File: config.mk
export PLATFORM = sky130hd
export DESIGN_NAME = frame_crc8_unit
export DESIGN_NICKNAME = d
export VERILOG_FILES = /design/src/rtl/fcrc_pkg.sv /design/src/rtl/fcrc_bit_engine.sv /design/src/rtl/fcrc_word_engine.sv /design/src/rtl/frame_crc8_unit.sv
export SDC_FILE = /design/constraint.sdc
export NUM_CORES = 1
export LEC_CHECK = 0
export BUFFER_PORTS_ARGS = -buffer_cell sky130_fd_sc_hd__buf_4
export CORE_MARGIN = 2
export CORE_UTILIZATION = 50
export DETAILED_ROUTE_END_ITERATION = 16
export PLACE_DENSITY = 0.72
export SYNTH_ARGS = -nofsm -noshare
export SYNTH_HDL_FRONTEND = slang
export SYNTH_SLANG_ARGS = --single-unit
File: constraint.sdc
create_clock -name clk -period 3.3 [get_ports clk]
set_input_delay 0.495 -clock clk [delete_from_list [all_inputs] [get_ports clk]]
set_output_delay 0.495 -clock clk [all_outputs]
set_load 0.01 [all_outputs]
File: src/rtl/fcrc_pkg.sv
package fcrc_pkg;
  typedef enum logic {MODE_TX = 1'b0, MODE_RX = 1'b1} mode_e;
  localparam int unsigned DEF_DATA_BITS = 24;
  localparam int unsigned DEF_CRC_W     = 8;
endpackage

File: src/rtl/fcrc_bit_engine.sv
module fcrc_bit_engine #(
  parameter int unsigned      CRC_W = 8,
  parameter logic [CRC_W-1:0] POLY  = 8'h1D,
  parameter logic [CRC_W-1:0] SEED  = 8'hFF
) (
  input  logic             clk,
  input  logic             rst,
  input  logic             clear_i,
  input  logic             shift_i,
  input  logic             bit_i,
  output logic [CRC_W-1:0] state_o,
  output logic [CRC_W-1:0] next_o
);
  logic [CRC_W-1:0] state_q;

  always_comb begin
    next_o = {state_q[CRC_W-2:0], 1'b0} ^ ((state_q[CRC_W-1] ^ bit_i) ? POLY : '0);
  end

  always_ff @(posedge clk) begin
    if (rst || clear_i) state_q <= SEED;
    else if (shift_i)   state_q <= next_o;
  end

  assign state_o = state_q;
endmodule

File: src/rtl/fcrc_word_engine.sv
module fcrc_word_engine #(
  parameter int unsigned      DATA_BITS = 24,
  parameter int unsigned      CRC_W     = 8,
  parameter logic [CRC_W-1:0] POLY      = 8'h1D,
  parameter logic [CRC_W-1:0] SEED      = 8'hFF
) (
  input  logic [DATA_BITS-1:0] data_i,
  output logic [CRC_W-1:0]     crc_o
);
  logic [CRC_W-1:0] stage [0:DATA_BITS];

  assign stage[0] = SEED;

  for (genvar g = 0; g < DATA_BITS; g++) begin : g_step
    assign stage[g+1] = {stage[g][CRC_W-2:0], 1'b0}
                      ^ ((stage[g][CRC_W-1] ^ data_i[DATA_BITS-1-g]) ? POLY : '0);
  end

  assign crc_o = ~stage[DATA_BITS];
endmodule

File: src/rtl/frame_crc8_unit.sv
module frame_crc8_unit #(
  parameter int unsigned      DATA_BITS = fcrc_pkg::DEF_DATA_BITS,
  parameter int unsigned      CRC_W     = fcrc_pkg::DEF_CRC_W,
  parameter logic [CRC_W-1:0] POLY      = 8'h1D,
  parameter logic [CRC_W-1:0] SEED      = 8'hFF,
  localparam int unsigned     FRAME_W   = DATA_BITS + CRC_W
) (
  input  logic               clk,
  input  logic               rst,
  input  logic               start_i,
  input  logic               mode_i,
  input  logic               bit_vld_i,
  input  logic               bit_i,
  input  logic               word_vld_i,
  input  logic [FRAME_W-1:0] word_i,
  output logic               busy_o,
  output logic               done_o,
  output logic [CRC_W-1:0]   crc_o,
  output logic [FRAME_W-1:0] frame_o,
  output logic               crc_err_o
);
  import fcrc_pkg::*;

  localparam int unsigned CNT_W = $clog2(FRAME_W + 1);
  localparam logic [CNT_W-1:0] LAST_TX = CNT_W'(DATA_BITS - 1);
  localparam logic [CNT_W-1:0] LAST_RX = CNT_W'(FRAME_W - 1);
  localparam logic [CNT_W-1:0] PAY_END = CNT_W'(DATA_BITS);

  logic             busy_q;
  mode_e            mode_q;
  logic [CNT_W-1:0] cnt_q;
  logic [FRAME_W-1:0] sh_q, sh_next;
  logic [CRC_W-1:0] eng_state, eng_next, word_crc;
  logic             acc_bit, in_payload, last_tx, last_rx, word_go;

  assign acc_bit    = busy_q && bit_vld_i && !start_i;
  assign in_payload = cnt_q < PAY_END;
  assign last_tx    = acc_bit && (mode_q == MODE_TX) && (cnt_q == LAST_TX);
  assign last_rx    = acc_bit && (mode_q == MODE_RX) && (cnt_q == LAST_RX);
  assign word_go    = word_vld_i && !busy_q && !start_i;
  assign sh_next    = {sh_q[FRAME_W-2:0], bit_i};

  fcrc_bit_engine #(.CRC_W(CRC_W), .POLY(POLY), .SEED(SEED)) u_bits (
    .clk     (clk),
    .rst     (rst),
    .clear_i (start_i),
    .shift_i (acc_bit && in_payload),
    .bit_i   (bit_i),
    .state_o (eng_state),
    .next_o  (eng_next)
  );

  fcrc_word_engine #(.DATA_BITS(DATA_BITS), .CRC_W(CRC_W), .POLY(POLY), .SEED(SEED)) u_word (
    .data_i (word_i[FRAME_W-1:CRC_W]),
    .crc_o  (word_crc)
  );

  always_ff @(posedge clk) begin
    if (rst) begin
      busy_q    <= 1'b0;
      mode_q    <= MODE_TX;
      cnt_q     <= '0;
      sh_q      <= '0;
      done_o    <= 1'b0;
      crc_err_o <= 1'b0;
      crc_o     <= '0;
      frame_o   <= '0;
    end else begin
      done_o    <= 1'b0;
      crc_err_o <= 1'b0;
      if (start_i) begin
        busy_q <= 1'b1;
        mode_q <= mode_e'(mode_i);
        cnt_q  <= '0;
      end else if (acc_bit) begin
        cnt_q <= cnt_q + 1'b1;
        sh_q  <= sh_next;
        if (last_tx) begin
          busy_q  <= 1'b0;
          done_o  <= 1'b1;
          crc_o   <= ~eng_next;
          frame_o <= {sh_next[DATA_BITS-1:0], ~eng_next};
        end else if (last_rx) begin
          busy_q    <= 1'b0;
          done_o    <= 1'b1;
          crc_o     <= ~eng_state;
          frame_o   <= sh_next;
          crc_err_o <= sh_next[CRC_W-1:0] != ~eng_state;
        end
      end
      if (word_go) begin
        done_o <= 1'b1;
        crc_o  <= word_crc;
        if (mode_e'(mode_i) == MODE_RX) begin
          frame_o   <= word_i;
          crc_err_o <= word_i[CRC_W-1:0] != word_crc;
        end else begin
          frame_o <= {word_i[FRAME_W-1:CRC_W], word_crc};
        end
      end
    end
  end

  assign busy_o = busy_q;
endmodule

==> out/qor.yml, run 1 <==
rows: 35
crit_path_end_kind: "register"
critical_path.max_stage_delay_ps: 490
power_uw: 3450
core_um2: 9330
clockRootBuffer: "clkbuf_8"
cts.hold.buffers_added: 0
insertedDiodeCount: 0
groute.usage.overall_pct: 25.2
yosys_warnings: 0
drt_wl_total_mm: 13.2
skew_ps: 20.7
grt_pass1_vias: 3962
syn-instance-count: 593
cts_setup_buffers: 0
drc_errors: 0
clk_latency_ps: 360
synth_common_cells: "120 x nand2_1, 89 x dfxtp_1, 83 x nor2_1"
finalCriticalPeriod_ps: 2940
max_cap_violations: 0
ir_worst_vdd_mv: 0.268
finalHoldViolations: 0
critPathLaunchType: "input port"
period_share_pct: 89.0
crit_top_cell: "xnor3_2"
cts_tree: "built"
rsz0062_at_grt: "false"
finalWeightedCongestion: 0.936
nNetsFinal: 688
layout_setup_ws_ps: 364
path_cells: "buf_4 > xnor3_2 > xnor3_2 > xnor3_2 > xnor2_4 > xor2_1 > a311oi_1 > o211ai_1 > o31a_1"
worst-path-buf-inv: 1
io_buffers: 81
grt_max_degree: 78
syn_area_um2: 4850
synth_flop_cell: "dfxtp_1"
wire_per_inst_um: 16.9
hold_slack_ps: 375
synth_seq_cells: 89
die_w_um: 102
synth_most_common_cell: "nand2_1"
place_ws_ps: -16.7
status: "complete, no violations"
dp_cells: 766
setup_violations: 0
cts_sinks: 89
path_clk_slew_ps: 100
drtAntennaViolNets: 0
dieArea_um2: 10500
via_per_inst: 5.66
area_delta_synth_final_pct: 18.8
synth_top_area_cell: "dfxtp_1"
drive_gt1_share_pct: 19.1
crit_required_ps: 3560
cts_buffers: 9
initial_core_util_pct: 52.0
fmax_ghz: 0.341
cts_resized: 0
vias: 4423
instances_no_fill: 782
synthArstFlopShare_pct: 0
synth_seq_area_share_pct: 36.7
drt_iter0_drc: 329
synth_area_per_cell_um2: 8.18
hp-class: "input port to register"
clock_path_buffers: 2
synth.distinct_cells: 37
worstPathArrival_ps: 3190
utilization_pct: 61.8
synth_top_cell_area_share_pct: 36.7
grt-ovfl-total: 0
synth.top_cells.by_area: "dfxtp_1 37%, nand2_1 9.3%, a21oi_1 7.8%, xnor2_1 6.9%, nor2_1 6.4%"
powerDensity_nw_per_um2: 599
grt_first_pass_wirelength_mm: 20.4
worstPathMaxFanout: 7
synth_edf_count: 0
htreeDepth: 3
critPathSlowestCell: "xnor3_2"
slew_viol_final: 0
worstMarginPinSlew_ps: 795
worstSetupPathType: "input port to register"
cp_top_family: "XOR/XNOR gates"
ioPinCount: 82
syn_nets: 633
die_y_um: 102
antenna_found_initial: 0
drt_first_pass_iters: 5
dp_hpwl_mm: 9.64
p_leak_uw: 0.00230
maxSlewHeadroom_pct: 47.0
power breakdown:
group	total, µW	internal (µW)	switching (µW)
Clock	938	533	405
Sequential	1160	1130	35.8
Combinational	1350	671	678
Total	3450	2330	1120
cells in the final DEF (no fill, tap or decap), types with 5 or more instances in the layout:
master / n
nand3_1: 9
xnor3_2: 5
xnor3_1: 10
nor3_1: 8
xor2_1: 20
o211ai_1: 12
nand2_1: 120
nor2_1: 83
clkbuf_8: 10
a311oi_1: 22
a21oi_1: 75
xnor2_1: 38
buf_4: 90
mux2i_1: 11
o221a_2: 6
o21ai_0: 7
dfxtp_1: 89
metrics by stage:
step	cell area [µm²]	TNS (ps)
6_report	5760	0
5_1_grt	5760	0
4_1_cts	5760	0
3_5_place_dp	5510	-16.7
3_3_place_gp	5510	0
2_1_floorplan	4850	0
metal layers:
layer / up-vias / track usage, % / wire length [µm]
met2: 189 / 38.9 / 6090
met1: 2093 / 36.8 / 6020
met5: - / 0 / 0
met4: 0 / 7.08 / 94
met3: 9 / 4.14 / 991
li1: 2132 / - / -
layout make-up:
cell class | instances | area (µm²)
tap | 129 | 161
clock inverter | 5 | 110
clock buffer | 11 | 141
multi-input combinational | 458 | 2890
sequential | 89 | 1780
fill | 846 | 3570
timing repair buffer | 90 | 676
registers in the layout, summed over array words and instances (netlist names):
| name | flops |
|---|---|
| u_bits.state_o | 8 |
| crc_err_o | 1 |
| mode_q | 1 |
| frame_o | 32 |
| crc_o | 8 |
| cnt_q | 6 |
| done_o | 1 |
| busy_o | 1 |
| sh_q | 31 |
worst paths after layout:
path,from,end,slack (ps),cells after the start
min reg2reg,sh_q[29]$_SDFFE_PP0P_,sh_q[30]$_SDFFE_PP0P_,470,2
min,word_i[17],frame_o[17]$_SDFFE_PP0P_,380,3
max reg2reg,cnt_q[0]$_SDFFE_PP0P_,crc_err_o$_SDFF_PP0_,1130,8
max,word_i[31],crc_err_o$_SDFF_PP0_,360,9
cell families after synthesis:
group / count (synthesis) / share of synthesized area (%)
AND/OR/NAND/NOR: 236 / 19.7
AO/OA/AOI/OAI: 131 / 17.2
flip-flops: 89 / 36.7
XOR/XNOR: 79 / 20.1
buffers and inverters: 46 / 3.74
multiplexers: 11 / 2.27
adder cells (fa/ha/maj): 1 / 0.258
worst reg2reg max path, delay by kind of cell, from the launching register on:
kind / cells / cell delay (ps)
AND/OR/NAND/NOR: 2 / 310
AO/OA/AOI/OAI: 4 / 910
adder cells (fa/ha/maj): 1 / 230
flip-flops: 1 / 340
buffers and inverters: 1 / 320
No activity file was read; power rests on OpenSTA's default activity.
==> run 2: changes to the inputs <==
--- a/config.mk
+++ b/config.mk
@@ -7,9 +7,10 @@
 export LEC_CHECK = 0
 export BUFFER_PORTS_ARGS = -buffer_cell sky130_fd_sc_hd__buf_4
 export CORE_MARGIN = 2
-export CORE_UTILIZATION = 50
+export CORE_UTILIZATION = 45
 export DETAILED_ROUTE_END_ITERATION = 16
-export PLACE_DENSITY = 0.72
+export MAX_ROUTING_LAYER = met4
+export PLACE_DENSITY = 0.66
 export SYNTH_ARGS = -nofsm -noshare
 export SYNTH_HDL_FRONTEND = slang
 export SYNTH_SLANG_ARGS = --single-unit
==> constraint.sdc (replaced) <==
create_clock -name clk -period 3.7 [get_ports clk]
set_input_delay 0.555 -clock clk [delete_from_list [all_inputs] [get_ports clk]]
set_output_delay 0.555 -clock clk [all_outputs]
set_load 0.01 [all_outputs]
==> run 2 against run 1 <==
Against the previous run: via count is 2.4% lower; setup slack better by 360 ps; global-route usage hardly changed; clock skew is 5.8 ps lower; combinational power is 9.6% lower.
==> out/qor.yml, run 2 (synthesis gave the netlist of run 1 again) <==
status: "complete, no violations"
area_delta_synth_final_pct: 17.8
fmax_ghz: 0.336
crit_top_cell: "xnor3_2"
maxSlewHeadroom_pct: 44.6  # -2.4 points
worstPathMaxFanout: 7  # unchanged
io_buffers: 81  # unchanged
skew_ps: 15.0  # -5.75 ps
insertedDiodeCount: 0  # unchanged
finalHoldViolations: 0  # unchanged
rsz0062_at_grt: "false"
setup_violations: 0  # unchanged
wire_per_inst_um: 17.8  # +5.8%
worst-path-buf-inv: 1  # unchanged
ioPinCount: 82  # unchanged
clock_path_buffers: 2  # unchanged
cts_setup_buffers: 0  # unchanged
path_clk_slew_ps: 90  # about the same
path_cells: "buf_4 > xnor3_2 > xnor3_2 > xnor3_2 > xnor2_4 > xor2_1 > a311oi_1 > o211ai_1 > o31a_1"
finalCriticalPeriod_ps: 2980
clockRootBuffer: "clkbuf_8"
fin_setup_tns_ps: 0  # unchanged
vias: 4315  # -2.4%
worstPathArrival_ps: 3240  # +50 ps
largestRegisters: "frame_o x32, sh_q x31"
die_w_um: 108  # +5.2%
dp_hpwl_mm: 10.2  # +5.3%
hp-class: "input port to register"
drtAntennaViolNets: 0  # unchanged
grt_first_pass_wirelength_mm: 21.9  # +7.6%
grt-ovfl-total: 0  # unchanged
ir_worst_vdd_mv: 0.367  # +37%
top_register: "frame_o"
grt_max_degree: 78  # unchanged
powerDensity_nw_per_um2: 521  # -13%
cp_top_family: "XOR/XNOR gates"
final_common_cell: "nand2_1"
clk_latency_ps: 370  # about the same
dieArea_um2: 11600  # +11%
crit_required_ps: 3960  # +400 ps
drc_errors: 0  # unchanged
die_y_um: 108  # +5.2%
mostFrequentLayoutCells: "120 x nand2_1, 89 x dfxtp_1, 88 x buf_4"
largest_register_ffs: 32  # unchanged
p_leak_uw: 0.00228  # -1.2%
critical_path.max_stage_delay_ps: 490  # about the same
cts.hold.buffers_added: 0  # unchanged
cts_buffers: 9  # unchanged
cts_tree: "built"
crit_path_end_kind: "register"
cts_sinks: 89  # unchanged
rows: 37  # +5.7%
finalWeightedCongestion: 0.890  # -4.9%
slew_viol_final: 0  # unchanged
drt_wl_total_mm: 14.0  # +6.4%
drive_gt1_share_pct: 19.0  # -0.095 points
antenna_found_initial: 0  # unchanged
hold_slack_ps: 442  # +66.4 ps
htreeDepth: 3  # unchanged
worstSetupPathType: "input port to register"
cts_resized: 0  # unchanged
critPathLaunchType: "input port"
power_uw: 2980  # -14%
worstMarginPinSlew_ps: 831  # +36.3 ps
drt_iter0_drc: 287  # -13%
period_share_pct: 80.4
initial_core_util_pct: 46.6  # -5.4 points
core_um2: 10400  # +12%
max_cap_violations: 0  # unchanged
nNetsFinal: 686  # -0.29%
via_per_inst: 5.48  # -3.1%
groute.usage.overall_pct: 25.2  # about the same
critPathSlowestCell: "xnor3_2"
drt_first_pass_iters: 5  # unchanged
grt_pass1_vias: 4135  # +4.4%
[run 2: cell count changes in the layout (fill, tap and decap cells not counted)]
cell	previous run	this run
clkbuf_1	1	0
inv_6	1	2
buf_4	90	88
clkinv_2	0	1
bufinv_16	3	1
clkinv_4	0	1
[run 2: area by class of cell]
type	instances	area, µm²
fillers	977	4700
multi-input cells	458	2890
flip-flops and latches	89	1780
repair buffers	88	661
well taps	136	170
clock buffers	10	138
clock inverters	6	72.6
[run 2: worst min-delay path, cell delays in order]
cell,delay (ps)
buf_4,90
a21oi_1,50
nor2_1,70
[run 2: worst paths after layout]
path,from,end,slack (ps),cells after the start
setup / recovery,word_i[31],crc_err_o$_SDFF_PP0_,720,9
setup reg to reg,busy_o$_SDFFE_PP0P_,frame_o[3]$_SDFFE_PP0P_,1420,8
hold reg to reg,sh_q[29]$_SDFFE_PP0P_,sh_q[30]$_SDFFE_PP0P_,460,2
hold / removal,word_i[24],frame_o[24]$_SDFFE_PP0P_,440,3
[run 2: through the flow]
stage / std cells / utilization (%) / instance area (µm²) / worst slack [ps]
2_1_floorplan: 593 / - / 4850 / 589
6_report: 787 / 54.9 / 5710 / 724
4_1_cts: 787 / 54.9 / 5710 / 749
3_5_place_dp: 771 / 52.8 / 5500 / 353
3_3_place_gp: 771 / 52.8 / 5500 / 411
5_1_grt: 787 / 54.9 / 5710 / 704
[run 2: per-layer routing]
layer	part of all wire, %	track usage [%]	vias up	routed length [µm]
li1	-	-	2132	-
met1	48	36.2	2034	6710
met2	45	36.4	134	6300
met3	6.1	4.60	15	851
met4	1.3	7.14	0	182
met5	0	-	-	0
[run 2: power by group]
| group | internal (µW) | switching [µW] | leakage, µW |
|---|---|---|---|
| clock network | 341 | 383 | 0.000109 |
| logic | 591 | 624 | 0.00144 |
| registers | 1000 | 33.5 | 0.000723 |
| total | 1940 | 1040 | 0.00228 |
==> run 3: changes to the inputs <==
==> constraint.sdc (replaced) <==
create_clock -name clk -period 3.1 [get_ports clk]
set_input_delay 0.465 -clock clk [delete_from_list [all_inputs] [get_ports clk]]
set_output_delay 0.465 -clock clk [all_outputs]
set_load 0.01 [all_outputs]
==> run 3 against run 2 <==
Against the previous run: sequential share of layout area down 0.12 points; worst hold slack worse by 96 ps; non-clock buffer count up 6; routed wire length up 2.2%; critical path depth unchanged; die area unchanged; design area up 0.39%.
==> out/qor.yml, run 3 (synthesis gave the netlist of run 1 again) <==
clockRootBuffer: "clkbuf_8"
drc_errors: 0  # unchanged
largest_register_ffs: 32  # unchanged
io_buffers: 81  # unchanged
fin_setup_tns_ps: 0  # unchanged
r2r_slack_ps: 810  # -610 ps
cts_sinks: 89  # unchanged
slew_viol_final: 0  # unchanged
largestRegisters: "frame_o x32, sh_q x31"
skew_ps: 14.5  # -0.473 ps
cts_buffers: 9  # unchanged
critPathSlowestCell: "xnor3_1"
finalWeightedCongestion: 0.946  # +6.2%
clk_latency_ps: 370  # about the same
vias: 4449  # +3.1%
drt_wl_total_mm: 14.3  # +2.2%
final_common_cell: "nand2_1"
clock_path_buffers: 2  # unchanged
layout_setup_ws_ps: 416  # -308 ps
grt-ovfl-total: 0  # unchanged
wire_per_inst_um: 18.1  # +1.4%
critPathLaunchType: "input port"
ioPinCount: 82  # unchanged
area_delta_synth_final_pct: 18.3
finalHoldViolations: 0  # unchanged
worstSetupPathType: "input port to register"
rows: 37  # unchanged
crit_start: "word_i[31]"
maxSlewHeadroom_pct: 43.5  # -1.1 points
ir_worst_vdd_mv: 0.354  # -3.6%
min_from: "word_i[20]"
crit_required_ps: 3360  # -600 ps
status: "complete, no violations"
grt_first_pass_wirelength_mm: 21.9  # -0.25%
initial_core_util_pct: 46.6  # unchanged
drtAntennaViolNets: 0  # unchanged
insertedDiodeCount: 0  # unchanged
die_w_um: 108  # unchanged
nNetsFinal: 692  # +0.87%
r2r_end: "frame_o[22]$_SDFFE_PP0P_"
path_cells: "buf_4 > xnor3_2 > xnor3_2 > xnor2_1 > xnor3_1 > xor2_1 > nor3_1 > o211ai_1 > o31a_1"
cts_resized: 0  # unchanged
max_cap_violations: 0  # unchanged
rr_worst_depth: 9  # +1
drt_iter0_drc: 360  # +25%
fmax_ghz: 0.373
rsz0062_at_grt: "false"
htreeDepth: 3  # unchanged
die_y_um: 108  # unchanged
crit_top_cell: "xnor3_2"
hold_depth: 3  # unchanged
worstMarginPinSlew_ps: 847  # +15.9 ps
top_register: "frame_o"
groute.usage.overall_pct: 25.5  # +0.27 points
cts.hold.buffers_added: 0  # unchanged
p_leak_uw: 0.00229  # +0.65%
dp_hpwl_mm: 10.4  # +2.8%
reg2reg_from: "busy_o$_SDFFE_PP0P_"
cts_setup_buffers: 0  # unchanged
dieArea_um2: 11600  # unchanged
holdPathEnd: "frame_o[20]$_SDFFE_PP0P_"
powerDensity_nw_per_um2: 619  # +19%
crit_path_end_kind: "register"
power_uw: 3550  # +19%
cts_tree: "built"
mostFrequentLayoutCells: "120 x nand2_1, 94 x buf_4, 89 x dfxtp_1"
setup_violations: 0  # unchanged
worstPathArrival_ps: 2940  # -300 ps
grt_pass1_vias: 3974  # -3.9%
place_ws_ps: 14.9  # -338 ps
finalCriticalPeriod_ps: 2680
antenna_found_initial: 0  # unchanged
critical_path.max_stage_delay_ps: 470  # -20 ps
via_per_inst: 5.61  # +2.3%
core_um2: 10400  # unchanged
period_share_pct: 86.6
drive_gt1_share_pct: 19.8  # +0.74 points
drt_first_pass_iters: 5  # unchanged
hp-class: "input port to register"
utilization_pct: 55.1  # +0.22 points
worstPathMaxFanout: 3  # -4
grt_max_degree: 78  # unchanged
path_clk_slew_ps: 100  # about the same
==> run 3: cell count changes in the layout (fill, tap and decap cells not counted) <==
cell | before | now
inv_8 | 1 | 3
inv_6 | 2 | 0
clkinvlp_4 | 0 | 1
bufinv_16 | 1 | 0
buf_4 | 88 | 94
clkinv_4 | 1 | 2
clkbuf_8 | 10 | 9
==> run 3: report_power, final <==
part | total [µW] | internal, µW | switching [µW]
logic | 1530 | 776 | 754
clock network | 784 | 310 | 474
registers | 1240 | 1200 | 40.6
total | 3550 | 2280 | 1270
==> run 3: worst max path at each step <==
stage / cells past startpoint / slack (ps) / endpoint
6_report: 9 / 420 / crc_err_o$_SDFF_PP0_
3_3_place_gp: 9 / 50 / crc_err_o$_SDFF_PP0_
4_1_cts: 10 / 420 / crc_err_o$_SDFF_PP0_
3_5_place_dp: 10 / 10 / crc_err_o$_SDFF_PP0_
2_1_floorplan: 9 / 80 / crc_err_o$_SDFF_PP0_
5_1_grt: 9 / 330 / crc_err_o$_SDFF_PP0_
==> run 3: through the flow <==
| stage | cell area [µm²] | std cells | hold slack, ps |
|---|---|---|---|
| 4_1_cts | 5740 | 793 | 336 |
| 3_3_place_gp | 5550 | 777 | 452 |
| 3_5_place_dp | 5550 | 777 | 459 |
| 6_report | 5740 | 793 | 345 |
| 2_1_floorplan | 4850 | 593 | 437 |
| 5_1_grt | 5740 | 793 | 341 |
==> run 3: critical path, delay by kind of cell <==
kind	cells	cell delay, ps
AOI/OAI and AO/OA	2	410
xor gates and xnor gates	5	1750
buffers and inverters	1	100
and+or+nand+nor	1	210
==> run 3: metal layers <==
layer	track usage, %	share of wire [%]	vias up
met5	-	0	-
met4	5.22	0.87	0
met3	6.05	8.2	9
met2	36.4	44	160
met1	36.8	47	2134
li1	-	-	2146
==> run 3: area by class of cell <==
cell class,count,area [µm²]
flip-flops and latches,89,1780
fillers,1012,4680
multi-input cells,458,2890
clock buffers,9,124
well taps,136,170
clock inverters,7,63.8
repair buffers,94,706
